[src/rtl/usbse0_pkg.sv]
package usbse0_pkg;
  typedef enum logic [1:0] {
    MODE_AUTO  = 2'b00,
    MODE_FULL  = 2'b01,
    MODE_LOW   = 2'b10,
    MODE_AUTOX = 2'b11
  } mode_e;

  localparam logic SPD_FULL = 1'b0;
  localparam logic SPD_LOW  = 1'b1;

  typedef struct packed {
    logic dp;
    logic dm;
  } line_t;
endpackage

[src/rtl/usbse0_rstsync.sv]
module usbse0_rstsync (
  input  logic clk,
  input  logic rst_n,
  output logic rst_ns
);
  logic [1:0] q;

  always_ff @(posedge clk or negedge rst_n) begin
    if (!rst_n) q <= 2'b00;
    else        q <= {q[0], 1'b1};
  end

  assign rst_ns = q[1];
endmodule

[src/rtl/usbse0_sync.sv]
module usbse0_sync #(
  parameter int STAGES = 2
) (
  input  logic                 clk,
  input  logic                 rst_n,
  input  usbse0_pkg::line_t    raw_i,
  output usbse0_pkg::line_t    sync_o
);
  usbse0_pkg::line_t chain [STAGES];

  for (genvar g = 0; g < STAGES; g++) begin : g_stage
    usbse0_pkg::line_t d;
    if (g == 0) begin : g_first
      assign d = raw_i;
    end else begin : g_next
      assign d = chain[g-1];
    end
    // Reset to SE1: a non-SE0 level that never starts a measurement.
    always_ff @(posedge clk or negedge rst_n) begin
      if (!rst_n) chain[g] <= '{dp: 1'b1, dm: 1'b1};
      else        chain[g] <= d;
    end
  end

  assign sync_o = chain[STAGES-1];
endmodule

[src/rtl/usbse0_timer.sv]
module usbse0_timer #(
  parameter int CNT_W   = 8,
  parameter int CNT_MAX = 121
) (
  input  logic             clk,
  input  logic             rst_n,
  input  logic             se0_i,
  output logic             end_o,
  output logic [CNT_W-1:0] len_o
);
  localparam logic [CNT_W-1:0] SAT = CNT_W'(CNT_MAX);
  localparam logic [CNT_W-1:0] ONE = CNT_W'(1);

  logic             in_se0_q, in_se0_d;
  logic [CNT_W-1:0] cnt_q, cnt_d;
  logic             cnt_en;

  always_comb begin
    in_se0_d = se0_i;
    cnt_en   = se0_i && (!in_se0_q || cnt_q != SAT);
    cnt_d    = in_se0_q ? cnt_q + ONE : ONE;
  end

  always_ff @(posedge clk or negedge rst_n) begin
    if (!rst_n) begin
      in_se0_q <= 1'b0;
      cnt_q    <= '0;
    end else begin
      in_se0_q <= in_se0_d;
      if (cnt_en) cnt_q <= cnt_d;
    end
  end

  assign end_o = in_se0_q && !se0_i;
  assign len_o = cnt_q;
endmodule

[src/rtl/usbse0_class.sv]
module usbse0_class
  import usbse0_pkg::*;
#(
  parameter int CNT_W   = 8,
  parameter int RST_CYC = 120,
  parameter int KA_CYC  = 57
) (
  input  logic             clk,
  input  logic             rst_n,
  input  logic             end_i,
  input  logic [CNT_W-1:0] len_i,
  input  line_t            level_i,
  input  logic [1:0]       mode_i,
  output logic             rst_o,
  output logic             ka_o,
  output logic             spd_o,
  output logic             init_o
);
  localparam logic [CNT_W-1:0] RST_L = CNT_W'(RST_CYC);
  localparam logic [CNT_W-1:0] KA_L  = CNT_W'(KA_CYC);
  localparam logic [CNT_W-1:0] ONE   = CNT_W'(1);

  mode_e mode;
  logic  valid, is_rst, is_ka, is_auto;
  logic  spd_d, spd_en;
  logic  rst_q, ka_q, spd_q, init_q;

  always_comb begin
    mode    = mode_e'(mode_i);
    is_auto = (mode == MODE_AUTO) || (mode == MODE_AUTOX);
    valid   = end_i && (len_i > ONE);
    is_rst  = valid && (len_i > RST_L);
    is_ka   = valid && !is_rst && (len_i > KA_L) && (spd_q == SPD_LOW);

    spd_d = spd_q;
    if (init_q) begin
      spd_d = (mode == MODE_LOW) ? SPD_LOW : SPD_FULL;
    end else begin
      if (is_rst && mode == MODE_FULL) spd_d = SPD_FULL;
      if (is_rst && mode == MODE_LOW)  spd_d = SPD_LOW;
      if (valid && is_auto) begin
        if (level_i.dp && !level_i.dm)      spd_d = SPD_FULL;
        else if (!level_i.dp && level_i.dm) spd_d = SPD_LOW;
      end
    end
    spd_en = init_q || valid;
  end

  always_ff @(posedge clk or negedge rst_n) begin
    if (!rst_n) begin
      rst_q  <= 1'b0;
      ka_q   <= 1'b0;
      spd_q  <= SPD_FULL;
      init_q <= 1'b1;
    end else begin
      rst_q  <= is_rst;
      ka_q   <= is_ka;
      init_q <= 1'b0;
      if (spd_en) spd_q <= spd_d;
    end
  end

  assign rst_o  = rst_q;
  assign ka_o   = ka_q;
  assign spd_o  = spd_q;
  assign init_o = init_q;
endmodule

[src/rtl/usbse0_detector.sv]
module usbse0_detector
  import usbse0_pkg::*;
#(
  parameter int CLK_HZ      = 48_000_000,
  parameter int SYNC_STAGES = 2
) (
  input  logic       clk,
  input  logic       rst_n,
  input  logic       dp_i,
  input  logic       dm_i,
  input  logic [1:0] mode_i,
  output logic       bus_rst_o,
  output logic       keep_alive_o,
  output logic       low_speed_o
);
  localparam int RST_CYC = CLK_HZ / 400_000;
  localparam int KA_CYC  = (CLK_HZ * 3) / 2_500_000;
  localparam int CNT_MAX = RST_CYC + 1;
  localparam int CNT_W   = $clog2(CNT_MAX + 1);

  logic             rst_ns;
  line_t            raw, lvl;
  logic             se0_end;
  logic [CNT_W-1:0] se0_len;
  logic             spd_init;

  assign raw = '{dp: dp_i, dm: dm_i};

  usbse0_rstsync u_rst (
    .clk(clk), .rst_n(rst_n), .rst_ns(rst_ns)
  );

  usbse0_sync #(.STAGES(SYNC_STAGES)) u_sync (
    .clk(clk), .rst_n(rst_ns), .raw_i(raw), .sync_o(lvl)
  );

  usbse0_timer #(.CNT_W(CNT_W), .CNT_MAX(CNT_MAX)) u_tmr (
    .clk(clk), .rst_n(rst_ns), .se0_i(!lvl.dp && !lvl.dm),
    .end_o(se0_end), .len_o(se0_len)
  );

  usbse0_class #(.CNT_W(CNT_W), .RST_CYC(RST_CYC), .KA_CYC(KA_CYC)) u_cls (
    .clk(clk), .rst_n(rst_ns), .end_i(se0_end), .len_i(se0_len),
    .level_i(lvl), .mode_i(mode_i), .rst_o(bus_rst_o),
    .ka_o(keep_alive_o), .spd_o(low_speed_o), .init_o(spd_init)
  );
endmodule

[config.mk]
export PLATFORM = sky130hd
export DESIGN_NAME = usbse0_detector
export DESIGN_NICKNAME = d
export VERILOG_FILES = /design/src/rtl/usbse0_pkg.sv /design/src/rtl/usbse0_rstsync.sv /design/src/rtl/usbse0_sync.sv /design/src/rtl/usbse0_timer.sv /design/src/rtl/usbse0_class.sv /design/src/rtl/usbse0_detector.sv
export SDC_FILE = /design/constraint.sdc
export NUM_CORES = 1
export LEC_CHECK = 0
export BUFFER_PORTS_ARGS = -buffer_cell sky130_fd_sc_hd__buf_2
export CORE_UTILIZATION = 40
export DETAILED_ROUTE_END_ITERATION = 8
export PLACE_DENSITY = 0.57
export RECOVER_POWER = 50
export SYNTH_ARGS = -nofsm -noshare
export SYNTH_HDL_FRONTEND = slang
export SYNTH_SLANG_ARGS = --single-unit
export TNS_END_PERCENT = 5
[constraint.sdc]
create_clock -name clk -period 0.8 [get_ports clk]
set_clock_uncertainty 0.05 [all_clocks]
set_input_delay 0.08 -clock clk [delete_from_list [all_inputs] [get_ports clk]]
set_output_delay 0.08 -clock clk [all_outputs]
set_load 0.02 [all_outputs]
# Word level (Yosys, flattened, before mapping)

Cells that the tools add are included.
Widths: inputs -> output; s select.

Register bits: 18

Add/sub/neg operators: 1
Order comparisons: 3
Equality and inequality tests: 4
Multiplexer cells: 8
Reductions and logical operators: 22

Operators by type and width:

| operator            | count |
|---|---|
| $logic_and 1x1->1   | 13 |
| $add 7x1->7 const B | 1 |
| $gt 7x1->1 const B  | 1 |
| $gt 7x6->1 const B  | 1 |
| $gt 7x7->1 const B  | 1 |
| $mux 1              | 7 |
| $mux 7              | 1 |
| $ne 7x7->1 const B  | 1 |
| $logic_not 1->1     | 5 |
| $eq 2x2->1 const B  | 2 |
| $logic_or 1x1->1    | 3 |
| $eq 2x1->1 const B  | 1 |
| $logic_not 2->1     | 1 |

# Logic depth before layout (Yosys ltp)

Gate-level depths: netlist of the first run.

Depth after elaboration: 13
Mapped depth: 6
Gate-level depth less buffers: 6

# Hierarchy

Synthesis of the first run repeated with hierarchy kept, for this count alone.

Cells, all modules: 87
Area total of the unflattened synthesis: 940.9 um^2

Modules (own cells, without submodules):

| module          | times used | cells each | area each (um^2) |
|---|---|---|---|
| usbse0_timer    | 1          | 48         | 496.7 |
| usbse0_class    | 1          | 29         | 266.5 |
| usbse0_sync     | 1          | 6          | 120.1 |
| usbse0_rstsync  | 1          | 3          | 53.8 |
| usbse0_detector | 1          | 1          | 3.8 |

# Least setup slack after synthesis of the first run

Ideal clock, no wire load.

Path type: register to register
Start: register u_tmr.cnt_q[2], in the netlist u_tmr.len_o[2]
End: register u_cls.spd_q, in the netlist u_cls.spd_o
Arrival: 1.610 ns
Data required time: 0.624 ns
Path slack: -0.986 ns
Stages on the path, launching flop included: 6
Buffers on the path: 1
Clock period less this slack: 1.786 ns
Path through: dfrtp_1 -> buf_6 -> or4_4 -> o311ai_4 -> a311oi_1 -> a221o_1

Word-level cells in the longest chain between the ends: 10
Elaborated cells on any way between the ends: 14
Classes of those cells: order compare (2); mux (6); reduce/logical (6)

Ends and longest elaborated chain:

| element                | RTL line           | source |
|---|---|---|
| from (decl)            | usbse0_timer.sv:15 | `logic [CNT_W-1:0] cnt_q, cnt_d;` |
| from (signal assigned) | usbse0_timer.sv:30 | `if (cnt_en) cnt_q <= cnt_d;` |
| $gt 7x1->1             | usbse0_class.sv:31 | `valid = end_i && (len_i > ONE);` |
| $logic_and 1x1->1      | usbse0_class.sv:31 |  |
| $logic_and 1x1->1      | usbse0_class.sv:32 | `is_rst = valid && (len_i > RST_L);` |
| $logic_and 1x1->1      | usbse0_class.sv:39 | `if (is_rst && mode == MODE_FULL) spd_d = SPD_FULL;` |
| $mux 1                 | usbse0_class.sv:39 |  |
| $mux 1                 | usbse0_class.sv:40 | `if (is_rst && mode == MODE_LOW) spd_d = SPD_LOW;` |
| $mux 1                 | usbse0_class.sv:43 | `else if (!level_i.dp && level_i.dm) spd_d = SPD_LOW;` |
| $mux 1                 | usbse0_class.sv:42 | `if (level_i.dp && !level_i.dm) spd_d = SPD_FULL;` |
| $mux 1                 | usbse0_class.sv:41 | `if (valid && is_auto) begin` |
| $mux 1                 | usbse0_class.sv:36 | `if (init_q) begin` |
| to (signal assigned)   | usbse0_class.sv:59 | `if (spd_en) spd_q <= spd_d;` |
| to (decl)              | usbse0_class.sv:26 | `logic rst_q, ka_q, spd_q, init_q;` |

Several ways; a longest one is shown, not always the timed one.
A chain may end at the register's enable or synchronous reset.

# Worst setup path after layout of the first run

Start: register u_tmr.cnt_q[3], in the netlist u_tmr.len_o[3]
End: register u_cls.spd_q, in the netlist u_cls.spd_o

Same word-level chain as after synthesis.

==> results of run 1 <==
sequential cells by signal, indices dropped and copies added, names as in the netlist:
signal / cells
u_cls.rst_o: 1
u_cls.spd_o: 1
u_rst.q: 2
u_tmr.len_o: 7
u_tmr.in_se0_q: 1
u_sync.chain: 2
u_cls.init_o: 1
u_sync.sync_o: 2
u_cls.ka_o: 1
power by group:
| part | internal (mW) | switching (mW) | total (mW) | leakage [nW] |
|---|---|---|---|---|
| Sequential | 0.967 | 0.0288 | 0.996 | 0.222 |
| Clock | 0.278 | 0.290 | 0.567 | 0.0210 |
| Combinational | 0.222 | 0.217 | 0.439 | 0.331 |
Yosys cell counts, types with 3 or more instances:
library cell	count	area (sq um)
sky130_fd_sc_hd__nand3_1	4	20.0
sky130_fd_sc_hd__nor2_1	7	26.3
sky130_fd_sc_hd__dfstp_2	5	131
sky130_fd_sc_hd__ha_1	5	62.6
sky130_fd_sc_hd__dfrtp_1	13	325
sky130_fd_sc_hd__inv_1	7	26.3
sky130_fd_sc_hd__o21ai_0	3	15.0
sky130_fd_sc_hd__nand2_1	7	26.3
through the flow:
stage	instances	worst slack [ps]	power [mW]	instance area, sq um	utilization (%)
final	145	-873	2.00	1280	58.3
after floorplan	86	-943	1.24	921	-
after CTS	145	-880	2.01	1260	57.5
after global placement	138	-828	1.38	1130	51.5
after global routing	145	-905	2.11	1280	58.3
after detailed placement	138	-859	1.39	1130	51.5
cell type report:
| type | count | area (sq um) |
|---|---|---|
| clock buffer | 4 | 36.3 |
| multi-input combinational | 56 | 478 |
| timing repair buffer | 31 | 238 |
| sequential | 18 | 457 |
| fill | 192 | 915 |
| tap | 28 | 35.0 |
| inverter | 8 | 32.5 |
timing repair:
item | 4_1_cts | 5_1_grt
pin swaps | 5 | 1
gates resized for setup | 16 | 4
hold buffers | 3 | 0
setup endpoints to repair | 14 | 14
cloned | 0 | 0
hold endpoints to repair | 4 | 0
worst paths after layout:
check / startpoint / cells past startpoint / endpoint
max: u_tmr.len_o[3] / 4 / u_cls.spd_o
min: rst_n / 2 / u_rst.q[0]
max reg2reg: u_tmr.len_o[3] / 4 / u_cls.spd_o
min reg2reg: u_rst.q[1] / 1 / u_cls.ka_o
max in group asynchronous: u_rst.q[1] / 1 / u_tmr.len_o[4]
min in group clk: mode_i[1] / 3 / u_cls.spd_o
per-layer routing:
metal / vias up / global-route usage, % / wire length [um]
met5: - / 0 / 0
met4: 0 / 7.14 / 24
met3: 4 / 3.70 / 37
met2: 10 / 26.7 / 920
met1: 342 / 21.0 / 831
li1: 360 / - / -
kinds of logic (layout without fill, tap and decap cells):
group	after synthesis	in the layout
AND/OR/NAND/NOR	28	28
AO/OA/AOI/OAI	19	19
flip-flops	18	18
buffers and inverters	12	43
adder cells (fa/ha/maj)	5	5
other	2	2
XOR/XNOR	1	1
multiplexers	1	1
critical path, cell delays in order, from the launching register on:
cell and delay [ps]:
sky130_fd_sc_hd__dfrtp_1 400, sky130_fd_sc_hd__or4_4 540, sky130_fd_sc_hd__o311ai_4 230, sky130_fd_sc_hd__a311oi_1 70, sky130_fd_sc_hd__a221o_1 270
==> impl_summary.txt, run 1 <==
----------------------------------------------------
[Critical path]
  Register-to-register setup slack ... -870 ps
  Kind of start point of the critical path ... flip-flop
  Critical path peak fanout ... 2
  Worst endpoint required time ... 930 ps
  Category of the worst setup path capture point ... flip-flop
  Crit path arrival time ... 1810 ps
  Critical path type ... flip-flop to flip-flop

[Layout]
  Antenna cells ... 0
  Leading cell types in the layout, fill and taps excluded ... sky130_fd_sc_hd__buf_4 (15), sky130_fd_sc_hd__dfrtp_1 (13), sky130_fd_sc_hd__inv_1 (7), sky130_fd_sc_hd__nand2_1 (7)
  Leading cell type in the layout, fill and taps excluded ... sky130_fd_sc_hd__buf_4
  Post-layout net count ... 129
  Area added between synthesis and finish ... 38.6%
  Fraction of final layout cells sized beyond drive strength 1 ... 44.4%

[Clock network]
  Clk slew on worst S/H paths ... 110 ps
  H-tree level count ... 1
  Maximum count of clock buffers along a single path ... 2
  Clock buffers created by TritonCTS ... 3
  Root cell of the clock tree ... sky130_fd_sc_hd__clkbuf_4
  CTS tree ... yes
  Number of clock sinks seen by CTS ... 18
  Later-pin clock latency in the skew report ... 300 ps
  Post-CTS setup-driven buffer insertion count ... 0

[Drt]
  Via Count ... 716
  Detailed Routing Iterations Pass 1 ... 3
  Number of DRC violations after detailed routing ... 0
  ANT nets after route ... 0
  Detailed-route wire length ... 1810 um
  Vias/cell ... 4.94
  DR iter-0 viols ... 3
  Routed WL per cell ... 12.5 um

[Floorplanning]
  Area enclosed by the die boundary ... 2500 sq um
  Vertical extent of the die ... 50.0 um
  Die boundary width ... 50.0 um
  I/O pin count ... 9
  Std cell rows ... 17
  Core Area ... 2190 sq um
  Effective utilization at floorplan ... 42.0%

[Global routing]
  All-layer global routing usage ... 16.6%
  Vias in the first global route ... 730
  Initial antenna violation count ... 0
  Residual overflow from global routing ... 0
  Largest net degree at the start of global routing ... 11
  Wire length of the first global-routing pass ... 3080 um

[Status]
  Violations in the final reports ... setup timing
  Outcome ... complete, but fails checks

[Place]
  Final weighted congestion of routability-driven global placement ... 0.739
  Half-perimeter wire length after detailed placement ... 1380 um
  Count of input and output buffers ... 8

[Synthesis]
  Register bit total from synthesis ... 18
  Unique cell type count in the Yosys netlist ... 36
  Compound-cell area share of the yosys netlist ... 18.1%
  Share of synthesized area occupied by flip-flops and latches ... 49.6%
  Average instance area after synthesis ... 10.7 sq um
  Adder-cell area share of the yosys netlist ... 6.79%
  Proportion of synthesized flip-flops having asynchronous set or reset ... 100%
  Cells after Synth ... 86
  XOR/XNOR Fraction of Synth Area ... 0.951%
  Synthesized net count ... 97
  Multiplexer fraction of the synthesized cell area ... 1.22%
  Fraction of the mapped netlist area in simple logic gates ... 16.0%
  Netlist Area Pre-Place ... 921 sq um
  Synth warn ... 0
  Primary flip-flop cell chosen by synthesis mapping ... sky130_fd_sc_hd__dfrtp_1
  Number of flops mapped to enable cells by yosys ... 0
  Dominant combinational cell family by area after synthesis ... compound AO/OA/AOI/OAI gates

[Timing]
  Final period demand of the worst path ... 1670 ps
  Final worst path period share ... 209%
  Final-report hold violation count ... 0
  Final setup margin ... -873 ps
  Max Slew Vio Count ... 0
  Setup repair after global routing missed its margin ... yes
  Fmax achieved ... 0.598 GHz
  Setup violators final ... 14
  Final hold slack ... 23.7 ps
  Total negative slack ... -6810 ps

[Pwr]
  Leakage component of the power ... 0.574 nW
  PwrDens ... 1570 nW/um^2
  IR drop worst, VDD ... 1140 uV

[Job]
  Max-cap viol count ... 0

[Worst hold path]
  Hold Crit Class ... primary input to asynchronous set/reset pin

----------------------------------------------------
Note: power is estimated with default switching activity, not from simulation.
==> inputs of run 2 (changes only) <==
==> constraint.sdc (replaced) <==
create_clock -name clk -period 1.6 [get_ports clk]
set_clock_uncertainty 0.05 [all_clocks]
set_input_delay 0.16 -clock clk [delete_from_list [all_inputs] [get_ports clk]]
set_output_delay 0.16 -clock clk [all_outputs]
set_load 0.02 [all_outputs]
==> impl_summary.txt, run 2 (same netlist as run 1, synthesis figures left out) <==
----------------------------------------------------
[Timing]
  Final-report hold violation count ... 0
  Setup repair after global routing missed its margin ... yes
  Worst-margin pin slew ... 625 ps
  Max Slew Vio Count ... 0
  Worst rel slew slack ... 58.3%
  Setup violators final ... 1
  Final worst path period share ... 103%
  Final period demand of the worst path ... 1660 ps
  Final hold slack ... 119 ps
  Fmax achieved ... 0.604 GHz
  Final setup margin ... -55.3 ps
  Total negative slack ... -55.3 ps

[Critical path]
  Cells on worst reg2reg path ... 4
  Kind of start point of the critical path ... flip-flop
  R2r endpoint ... u_cls.spd_o
  Critical path peak fanout ... 2
  Category of the worst setup path capture point ... flip-flop
  Crit path arrival time ... 1810 ps
  Critical path type ... flip-flop to flip-flop
  Register-to-register setup slack ... -60 ps
  Reg-to-reg critical path startpoint ... u_tmr.len_o[3]
  Worst endpoint required time ... 1750 ps

[Clock network]
  Post-CTS setup-driven buffer insertion count ... 0
  H-tree level count ... 1
  CTS tree ... yes
  Maximum count of clock buffers along a single path ... 2
  Clk slew on worst S/H paths ... 110 ps
  Number of clock sinks seen by CTS ... 18
  Root cell of the clock tree ... sky130_fd_sc_hd__clkbuf_4
  Clock buffers created by TritonCTS ... 3
  Later-pin clock latency in the skew report ... 300 ps

[Floorplanning]
  Die boundary width ... 50.0 um
  I/O pin count ... 9
  Effective utilization at floorplan ... 42.0%
  Area enclosed by the die boundary ... 2500 sq um
  Vertical extent of the die ... 50.0 um
  Std cell rows ... 17
  Core Area ... 2190 sq um

[Global routing]
  Initial antenna violation count ... 0
  Largest net degree at the start of global routing ... 17
  All-layer global routing usage ... 15.7%
  Vias in the first global route ... 664
  Wire length of the first global-routing pass ... 2870 um
  Residual overflow from global routing ... 0

[Layout]
  Area added between synthesis and finish ... 20.1%
  Leading cell type in the layout, fill and taps excluded ... sky130_fd_sc_hd__dfrtp_1
  Antenna cells ... 0
  Post-layout net count ... 119
  Number of flip-flops in the largest register ... 7
  Post-Route Utilization ... 50.5%
  Leading cell types in the layout, fill and taps excluded ... sky130_fd_sc_hd__dfrtp_1 (13), sky130_fd_sc_hd__buf_4 (10)
  Fraction of final layout cells sized beyond drive strength 1 ... 33.6%

[Drt]
  Via Count ... 692
  DR iter-0 viols ... 13
  Vias/cell ... 5.13
  Detailed Routing Iterations Pass 1 ... 4
  Number of DRC violations after detailed routing ... 0
  ANT nets after route ... 0
  Routed WL per cell ... 12.0 um
  Detailed-route wire length ... 1630 um

[Place]
  Count of input and output buffers ... 8
  Half-perimeter wire length after detailed placement ... 1210 um
  Final weighted congestion of routability-driven global placement ... 0.775

[Worst hold path]
  Hold Crit Class ... primary input to asynchronous set/reset pin

[Status]
  Outcome ... complete, but fails checks
  Violations in the final reports ... setup timing

[Job]
  Max-cap viol count ... 0

[Pwr]
  PwrDens ... 858 nW/um^2
  Leakage component of the power ... 0.521 nW
  IR drop worst, VDD ... 617 uV

----------------------------------------------------
[run 2: changes by cell type in the layout (fill, tap and decap cells not counted), sizes merged]
cell and delta:
buf -8, clkbuf -2
[run 2: layer usage]
layer	part of all wire (%)	vias to the layer above	wire length, um	GRT usage, %
met1	47	333	768	19.3
li1	-	342	-	-
met3	3.3	4	53	5.56
met5	0	-	0	0
met2	48	13	777	25.1
met4	1.5	0	25	5.71
[run 2: report_power, final]
group	total (mW)	switching, mW	internal [mW]
Combinational	0.156	0.0777	0.0779
Sequential	0.504	0.0206	0.483
Clock	0.290	0.151	0.139
[run 2: area by class of cell]
type | count | area (sq um)
multi-input combinational | 56 | 404
sequential | 18 | 457
timing repair buffer | 21 | 144
inverter | 8 | 30.0
clock buffer | 4 | 36.3
fill | 201 | 1080
tap | 28 | 35.0
[run 2: worst max path at each step]
stage	from	endpoint	slack, ps
floorplan	u_tmr.len_o[2]	u_cls.spd_o	-140
global placement	u_tmr.len_o[3]	u_cls.spd_o	-30
detailed placement	u_tmr.len_o[3]	u_cls.spd_o	-60
CTS	u_tmr.len_o[3]	u_cls.spd_o	-70
global route	u_tmr.len_o[3]	u_cls.spd_o	-90
finish	u_tmr.len_o[3]	u_cls.spd_o	-60
[run 2: timing repair]
| item | CTS | global route |
|---|---|---|
| hold buffers | 3 | 0 |
| endpoints found under the hold margin | 4 | 0 |
| resized for setup | 0 | 1 |
| pin swaps | 0 | 0 |
| endpoints found under the setup margin | 1 | 4 |
[run 2: through the flow]
step | worst slack, ps | instances | instance area (sq um) | total power, mW
2_1_floorplan | -143 | 86 | 921 | 0.619
3_3_place_gp | -30.8 | 128 | 1040 | 0.662
3_5_place_dp | -59.7 | 128 | 1040 | 0.663
4_1_cts | -72.4 | 135 | 1110 | 0.961
5_1_grt | -90.1 | 135 | 1110 | 1.00
6_report | -55.3 | 135 | 1110 | 0.949
[run 2: worst max-delay path, stage by stage, from the launching register on]
cell and delay (ps):
sky130_fd_sc_hd__dfrtp_1 400, sky130_fd_sc_hd__or4_4 550, sky130_fd_sc_hd__o311ai_4 240, sky130_fd_sc_hd__a311oi_1 70, sky130_fd_sc_hd__a221o_1 260
